File: config.mk
export PLATFORM = sky130hd
export DESIGN_NAME = stop_wake_seq
export DESIGN_NICKNAME = d
export VERILOG_FILES = /design/src/rtl/swk_pkg.sv /design/src/rtl/swk_sync.sv /design/src/rtl/swk_policy.sv /design/src/rtl/swk_delay.sv /design/src/rtl/stop_wake_seq.sv
export SDC_FILE = /design/constraint.sdc
export NUM_CORES = 1
export LEC_CHECK = 0
export BUFFER_PORTS_ARGS = -buffer_cell sky130_fd_sc_hd__buf_2
export CAP_MARGIN = 20
export CORE_MARGIN = 8
export CORE_UTILIZATION = 34
export CTS_BUF_LIST = sky130_fd_sc_hd__clkbuf_2 sky130_fd_sc_hd__clkbuf_4 sky130_fd_sc_hd__clkbuf_8
export CTS_CLUSTER_SIZE = 14
export DETAILED_ROUTE_END_ITERATION = 10
export SLEW_MARGIN = 10
export SYNTH_ARGS = -nofsm -noshare
export SYNTH_HDL_FRONTEND = slang
export SYNTH_SLANG_ARGS = --single-unit
export TNS_END_PERCENT = 50
File: constraint.sdc
create_clock -name clk -period 4.8 [get_ports clk]
set_clock_uncertainty 0.1 [all_clocks]
set_input_delay 0.24 -clock clk [delete_from_list [all_inputs] [get_ports clk]]
set_output_delay 0.24 -clock clk [all_outputs]
set_load 0.03 [all_outputs]
File: src/rtl/swk_pkg.sv
package swk_pkg;
  typedef enum logic [1:0] {
    ST_RUN  = 2'd0,
    ST_STOP = 2'd1,
    ST_WAKE = 2'd2,
    ST_REL  = 2'd3
  } swk_state_e;
endpackage

File: src/rtl/swk_sync.sv
module swk_sync #(
  parameter int STAGES = 2
) (
  input  logic clk,
  input  logic rst_n,
  input  logic d_async,
  output logic q_sync
);
  logic [STAGES-1:0] chain_q;

  always_ff @(posedge clk or negedge rst_n) begin
    if (!rst_n) chain_q <= '0;
    else        chain_q <= {chain_q[STAGES-2:0], d_async};
  end

  assign q_sync = chain_q[STAGES-1];
endmodule

File: src/rtl/swk_policy.sv
module swk_policy (
  input  logic cfg_delay_off,
  input  logic cfg_osc_keep,
  input  logic cfg_pll_on,
  output logic need_long,
  output logic need_lock
);
  // Clock source kept alive or delay disabled: short count only.
  assign need_long = !cfg_delay_off && !cfg_osc_keep;
  // PLL was powered down in stop only if enabled and not kept alive.
  assign need_lock = cfg_pll_on && !cfg_osc_keep;
endmodule

File: src/rtl/swk_delay.sv
module swk_delay #(
  parameter int CNT_W = 17
) (
  input  logic             clk,
  input  logic             rst_n,
  input  logic             en,
  input  logic [CNT_W-1:0] last,
  output logic             done
);
  logic [CNT_W-1:0] cnt_q, cnt_d;

  always_comb begin
    cnt_d = cnt_q;
    if (!en)               cnt_d = '0;
    else if (cnt_q != last) cnt_d = cnt_q + 1'b1;
  end

  always_ff @(posedge clk or negedge rst_n) begin
    if (!rst_n) cnt_q <= '0;
    else        cnt_q <= cnt_d;
  end

  assign done = en && (cnt_q == last);

  assert_cnt_bound_R1: assert property (@(posedge clk) disable iff (!rst_n)
    en && $past(en) && $stable(last) |-> cnt_q <= last);
  assert_cnt_clear_R9: assert property (@(posedge clk) disable iff (!rst_n)
    !$past(en) |-> cnt_q == '0);
endmodule

File: src/rtl/stop_wake_seq.sv
module stop_wake_seq #(
  parameter int CNT_W        = 17,
  parameter int LONG_CYCLES  = 131072,
  parameter int SHORT_CYCLES = 16,
  parameter int SYNC_STAGES  = 2
) (
  input  logic clk,
  input  logic rst_n,
  input  logic stop_req,
  input  logic wake_irq,
  input  logic cfg_delay_off,
  input  logic cfg_osc_keep,
  input  logic cfg_ext_clk,
  input  logic cfg_pll_on,
  input  logic pll_locked,
  output logic osc_enable,
  output logic pll_enable,
  output logic core_clock_gate,
  output logic fetch_start
);
  import swk_pkg::*;

  localparam logic [CNT_W-1:0] LONG_LAST  = CNT_W'(LONG_CYCLES - 1);
  localparam logic [CNT_W-1:0] SHORT_LAST = CNT_W'(SHORT_CYCLES - 1);

  swk_state_e state_q, state_d;
  logic wake_s;
  logic need_long_c, need_lock_c;
  logic need_long_q, need_lock_q, lock_seen_q;
  logic dly_done, lock_ok, in_wake, capture;

  swk_sync #(.STAGES(SYNC_STAGES)) u_sync (
    .clk(clk), .rst_n(rst_n), .d_async(wake_irq), .q_sync(wake_s)
  );

  swk_policy u_policy (
    .cfg_delay_off(cfg_delay_off), .cfg_osc_keep(cfg_osc_keep),
    .cfg_pll_on(cfg_pll_on), .need_long(need_long_c), .need_lock(need_lock_c)
  );

  assign in_wake = (state_q == ST_WAKE);
  assign capture = (state_q == ST_STOP) && wake_s;

  swk_delay #(.CNT_W(CNT_W)) u_delay (
    .clk(clk), .rst_n(rst_n), .en(in_wake),
    .last(need_long_q ? LONG_LAST : SHORT_LAST), .done(dly_done)
  );

  assign lock_ok = !need_lock_q || lock_seen_q || pll_locked;

  // Next-state logic
  always_comb begin
    state_d = state_q;
    unique case (state_q)
      ST_RUN:  if (stop_req)             state_d = ST_STOP;
      ST_STOP: if (wake_s)               state_d = ST_WAKE;
      ST_WAKE: if (dly_done && lock_ok)  state_d = ST_REL;
      ST_REL:                            state_d = ST_RUN;
      default:                           state_d = ST_RUN;
    endcase
  end

  always_ff @(posedge clk or negedge rst_n) begin
    if (!rst_n) state_q <= ST_RUN;
    else        state_q <= state_d;
  end

  // Wake configuration captured once, when the wake is recognized.
  always_ff @(posedge clk or negedge rst_n) begin
    if (!rst_n) begin
      need_long_q <= 1'b0;
      need_lock_q <= 1'b0;
    end else if (capture) begin
      need_long_q <= need_long_c;
      need_lock_q <= need_lock_c;
    end
  end

  always_ff @(posedge clk or negedge rst_n) begin
    if (!rst_n)               lock_seen_q <= 1'b0;
    else if (!in_wake)        lock_seen_q <= 1'b0;
    else if (pll_locked)      lock_seen_q <= 1'b1;
  end

  // Outputs
  always_comb begin
    core_clock_gate = (state_q == ST_STOP) || (state_q == ST_WAKE);
    fetch_start     = (state_q == ST_REL);
    if (state_q == ST_STOP) begin
      osc_enable = !cfg_ext_clk && cfg_osc_keep;
      pll_enable = cfg_pll_on && cfg_osc_keep;
    end else begin
      osc_enable = !cfg_ext_clk;
      pll_enable = cfg_pll_on;
    end
  end

  assert_fetch_pulse_R8: assert property (@(posedge clk) disable iff (!rst_n)
    fetch_start |=> !fetch_start);
  assert_gate_cause_R8: assert property (@(posedge clk) disable iff (!rst_n)
    $rose(core_clock_gate) |-> $past(stop_req));
  assert_delay_first_R1: assert property (@(posedge clk) disable iff (!rst_n)
    $rose(fetch_start) |-> $past(dly_done));
  assert_lock_first_R3: assert property (@(posedge clk) disable iff (!rst_n)
    $rose(fetch_start) && need_lock_q |-> lock_seen_q);
  assert_no_wake_run_R7: assert property (@(posedge clk) disable iff (!rst_n)
    (state_q == ST_RUN) |=> !in_wake);
  assert_ext_osc_off_R5: assert property (@(posedge clk) disable iff (!rst_n)
    cfg_ext_clk |-> !osc_enable);
endmodule

==> impl_summary.txt <==
----------------------------------------------------
[Hold path]
  Worst hold path depth ... 2
  Startpoint of the tightest hold check path ... cfg_delay_off
  Min-Delay Path Class ... primary input to register
  Worst min-delay path endpoint ... need_long_q

[Yosys]
  Share of the yosys chip area belonging to registers ... 43.6%
  Dominant cell by count in the synthesized netlist ... dfrtp_1
  Post-synth top area cell ... dfrtp_1
  Mean cell area of the mapped netlist ... 9.49 um2
  Dominant combinational cell family by area after synthesis ... simple AND/OR/NAND/NOR gates
  Async SR Flop Fraction ... 100%
  Number of distinct library cells after synthesis ... 41
  Seq cells post-synth ... 24
  Post-synthesis share of cell area spent on xor and xnor gates ... under 10%
  Most area-consuming cells after synthesis ... dfrtp_1 (44%), ha_1 (4.5%), nand2_1 (4.1%), a21oi_1 (4.0%), nor2_1 (3.3%)
  Synthesized area ... 1380 um2
  Synthesized-area fraction occupied by and/or/nand/nor cells ... 26.3%
  Instance count of the mapped netlist ... about 150
  Compound-cell area share of the yosys netlist ... between 10% and 20%
  Leading post-synthesis cells by instance count ... dfrtp_1 (24), nand2_1 (15), nor2_1 (12)
  Most used flip-flop cell after synthesis ... dfrtp_1
  Arithmetic-cell share of the synthesized area counting full adders, half adders and majority gates ... 4.55%
  Yosys warning count ... 0
  Total nets after synthesis ... 159
  Share of the synthesized area in the top cell type ... 43.6%
  Multiplexer share of the synthesized area ... 3.00%
  Number of enable flip-flop cells after synthesis ... 0

[Routing]
  Initial DRC Count ... 86
  Detailed Route WL ... 2890 um
  Number of vias after detailed routing ... between 1k and 1.5k
  Count of antenna-violating nets left after detailed routing ... 0
  Number of remaining DRC errors ... 0
  Post-DR vias/cell ... 5.42
  Length of the first detailed-routing pass in iterations ... 4
  Wirelength per Cell ... 14.0 um

[Timing]
  Final cycle utilization of the critical path ... 48.8%
  Number of failing hold endpoints at the final stage ... 0
  Setup-failing EPs final ... 0
  Clock period minus worst slack ... about 2.3 ns
  Max-slew violation count ... 0
  Setup repair after global routing missed its margin ... false
  Fmax ... ~430 MHz
  Measured slew at the worst slew-check pin ... 0.898 ns
  Setup Total Neg Slack ... 0 ns
  Worst-case hold slack ... just over 0.04 ns
  Worst slew margin relative to its limit ... 40.1%

[Power]
  PwrDens ... between 300 and 400 nW/um2
  Relative contribution of sequential cells to total power ... between 40% and 50%
  Net Sw Power ... between 0.0002 and 0.00025 W
  Leakage ... about 0.64 nW
  Switching part of the total ... 36.6%
  Cell internal power dissipation ... 0.000375 W
  Portion of total power attributed to combinational logic ... 34.1%
  Share of total power in the clock network ... 23.4%
  Worst-case vdd ir drop ... around 0.00027 V

[Placement]
  Total half-perimeter wirelength after legalization and detailed placement ... 2110 um
  Gpl congestion ... 0.903
  IO Port Bufs ... 12
  Placement Cell Area ... about 1500 um2

[Cells and area]
  Final Util ... 38.8%
  Nets ... 172
  Layout cells sized above 1 ... 15.9%
  Ant diodes ... 0
  Growth of design area from synthesis to finish ... 11.3%
  Layout Cell Area excl Fill ... about 1500 um2

[Clock network]
  CTS tree ... done
  Clock root buffer ... clkbuf_8
  Post-CTS repair timing setup buffer count ... 0
  Worst-path clk slew ... 0.09 ns
  CTS H-Tree Depth ... 1
  Resized cells post-CTS ... 0
  Count of clock tree sinks ... 24
  Number of buffers inserted during clock tree synthesis ... 3
  # hold bufs at CTS ... 2
  Clock latency on the worst-skew pair ... roughly 0.27 ns
  Bufs on Longest Clock Path ... 2

[GRT]
  All-Layer GR Usage ... 10.2%
  Via count of the first global-routing pass ... 1,149
  Number of antenna violations at the first check in global routing ... 0
  First-pass GRT wire length ... roughly 5200 um
  Gr ovfl total ... 0
  Pin count of the biggest net entering global routing ... 25

[Worst setup path]
  Worst r2r src ... u_delay.cnt_q[8]
  Arr. time, crit path ... 2.39 ns
  CP Capture Type ... register
  Critical Path Max Stage Delay ... 0.77 ns
  Worst r2r path cells ... 5
  Critical path, cell by cell ... nor4_1, nand3b_1, a211oi_2, nor3_1, mux2i_1
  Flop2flop setup slack ... ~2.5 ns
  Standard cell with the maximum stage delay on the critical path ... a211oi_2
  Critical path startpoint ... u_delay.cnt_q[8]
  Type of the setup path with the least slack ... register to register
  Maximum fanout along the worst path ... 15
  Worst reg2reg endpoint ... u_delay.cnt_q[11]
  Crit path launch type ... register
  Required time worst endpoint ... between 4 and 5 ns

[Floorplanning]
  Total die area ... 6340 um2
  Core ar. ... 3940 um2
  Floorplan die height ... 79.6 um
  I/O pin count ... 13
  Row Count ... 23
  Initial core utilization ... a little over a third
  Die span in x ... 79.6 um

[Outcome]
  Result of the run ... finished, final reports clean

[Run]
  Maxcap violations ... 0

----------------------------------------------------
[critical path: cells and delay by family, from the launching register on]
family | cells | cell delay [ns]
mux | 1 | 0.16
simple gates | 3 | 0.73
compound gates | 1 | 0.77
flops | 1 | 0.45
[how the worst max path moves through the flow]
stage | to | slack, ns | cells past startpoint
2_1_floorplan | state_q[1] | 2.73 | 5
3_3_place_gp | u_delay.cnt_q[10] | 2.39 | 5
3_5_place_dp | u_delay.cnt_q[10] | 2.34 | 5
4_1_cts | u_delay.cnt_q[10] | 2.32 | 5
5_1_grt | u_delay.cnt_q[9] | 2.25 | 5
6_report | u_delay.cnt_q[11] | 2.46 | 5
[state kept, by name, summed over array words and instances (netlist names)]
register,cells
lock_seen_q,1
u_delay.cnt_q,17
need_long_q,1
need_lock_q,1
state_q,2
u_sync.chain_q,2
[per-stage QoR]
step / setup WS [ns] / total power [W] / std cells
after CTS: 2.32 / 0.000604 / 207
after global placement: 2.39 / 0.000449 / 201
after global routing: 2.25 / 0.000635 / 207
final: 2.46 / 0.000592 / 207
after floorplan: 2.73 / 0.000415 / 145
after detailed placement: 2.34 / 0.000460 / 201
[cells by family after synthesis]
kind of cell	after synthesis
flops	24
fa+ha+maj	5
compound gates	33
mux	4
buf+inv	12
xor+xnor	2
simple gates	65
[per-layer routing]
layer | vias to the layer above | global-route usage (%) | wire [um]
li1 | 553 | - | -
met1 | 536 | 12.2 | 1370
met2 | 27 | 16.4 | 1320
met3 | 5 | 3.60 | 163
met4 | 0 | 4.07 | 34
met5 | - | 0 | 0
[power by group through the flow]
stage	registers (W)	clock network, W	logic [W]
6_report	0.000251	0.000139	0.000202
5_1_grt	0.000256	0.000151	0.000228
4_1_cts	0.000252	0.000145	0.000207
3_5_place_dp	0.000255	0	0.000205
3_3_place_gp	0.000253	0	0.000196
2_1_floorplan	0.000249	0	0.000166
[placed cells by master, fill, tap and decap left out, types with 2 or more instances in the layout]
cell type and instances:
nand4_1 3, a211oi_2 2, nor2_1 12, xor2_1 2, inv_1 6, o31ai_1 5
nand3_1 8, or4_1 4, dfrtp_1 24, buf_2 12, or3_1 4, nor3_1 2
clkbuf_8 4, nor4_1 3, o21ai_0 8, a21oi_1 11, nand2_1 15, mux2i_1 3
dlygate4sd3_1 2, and2_1 2, ha_1 5, nand2b_1 2, and4_1 2
[cell type report]
class	count	area, um2
repair buffers	14	80.1
flip-flops and latches	24	601
clock buffers	4	55.1
well taps	50	62.6
multi-input cells	109	711
inverters	6	22.5
fillers	392	2410
Power figures use the tool's default switching activity.
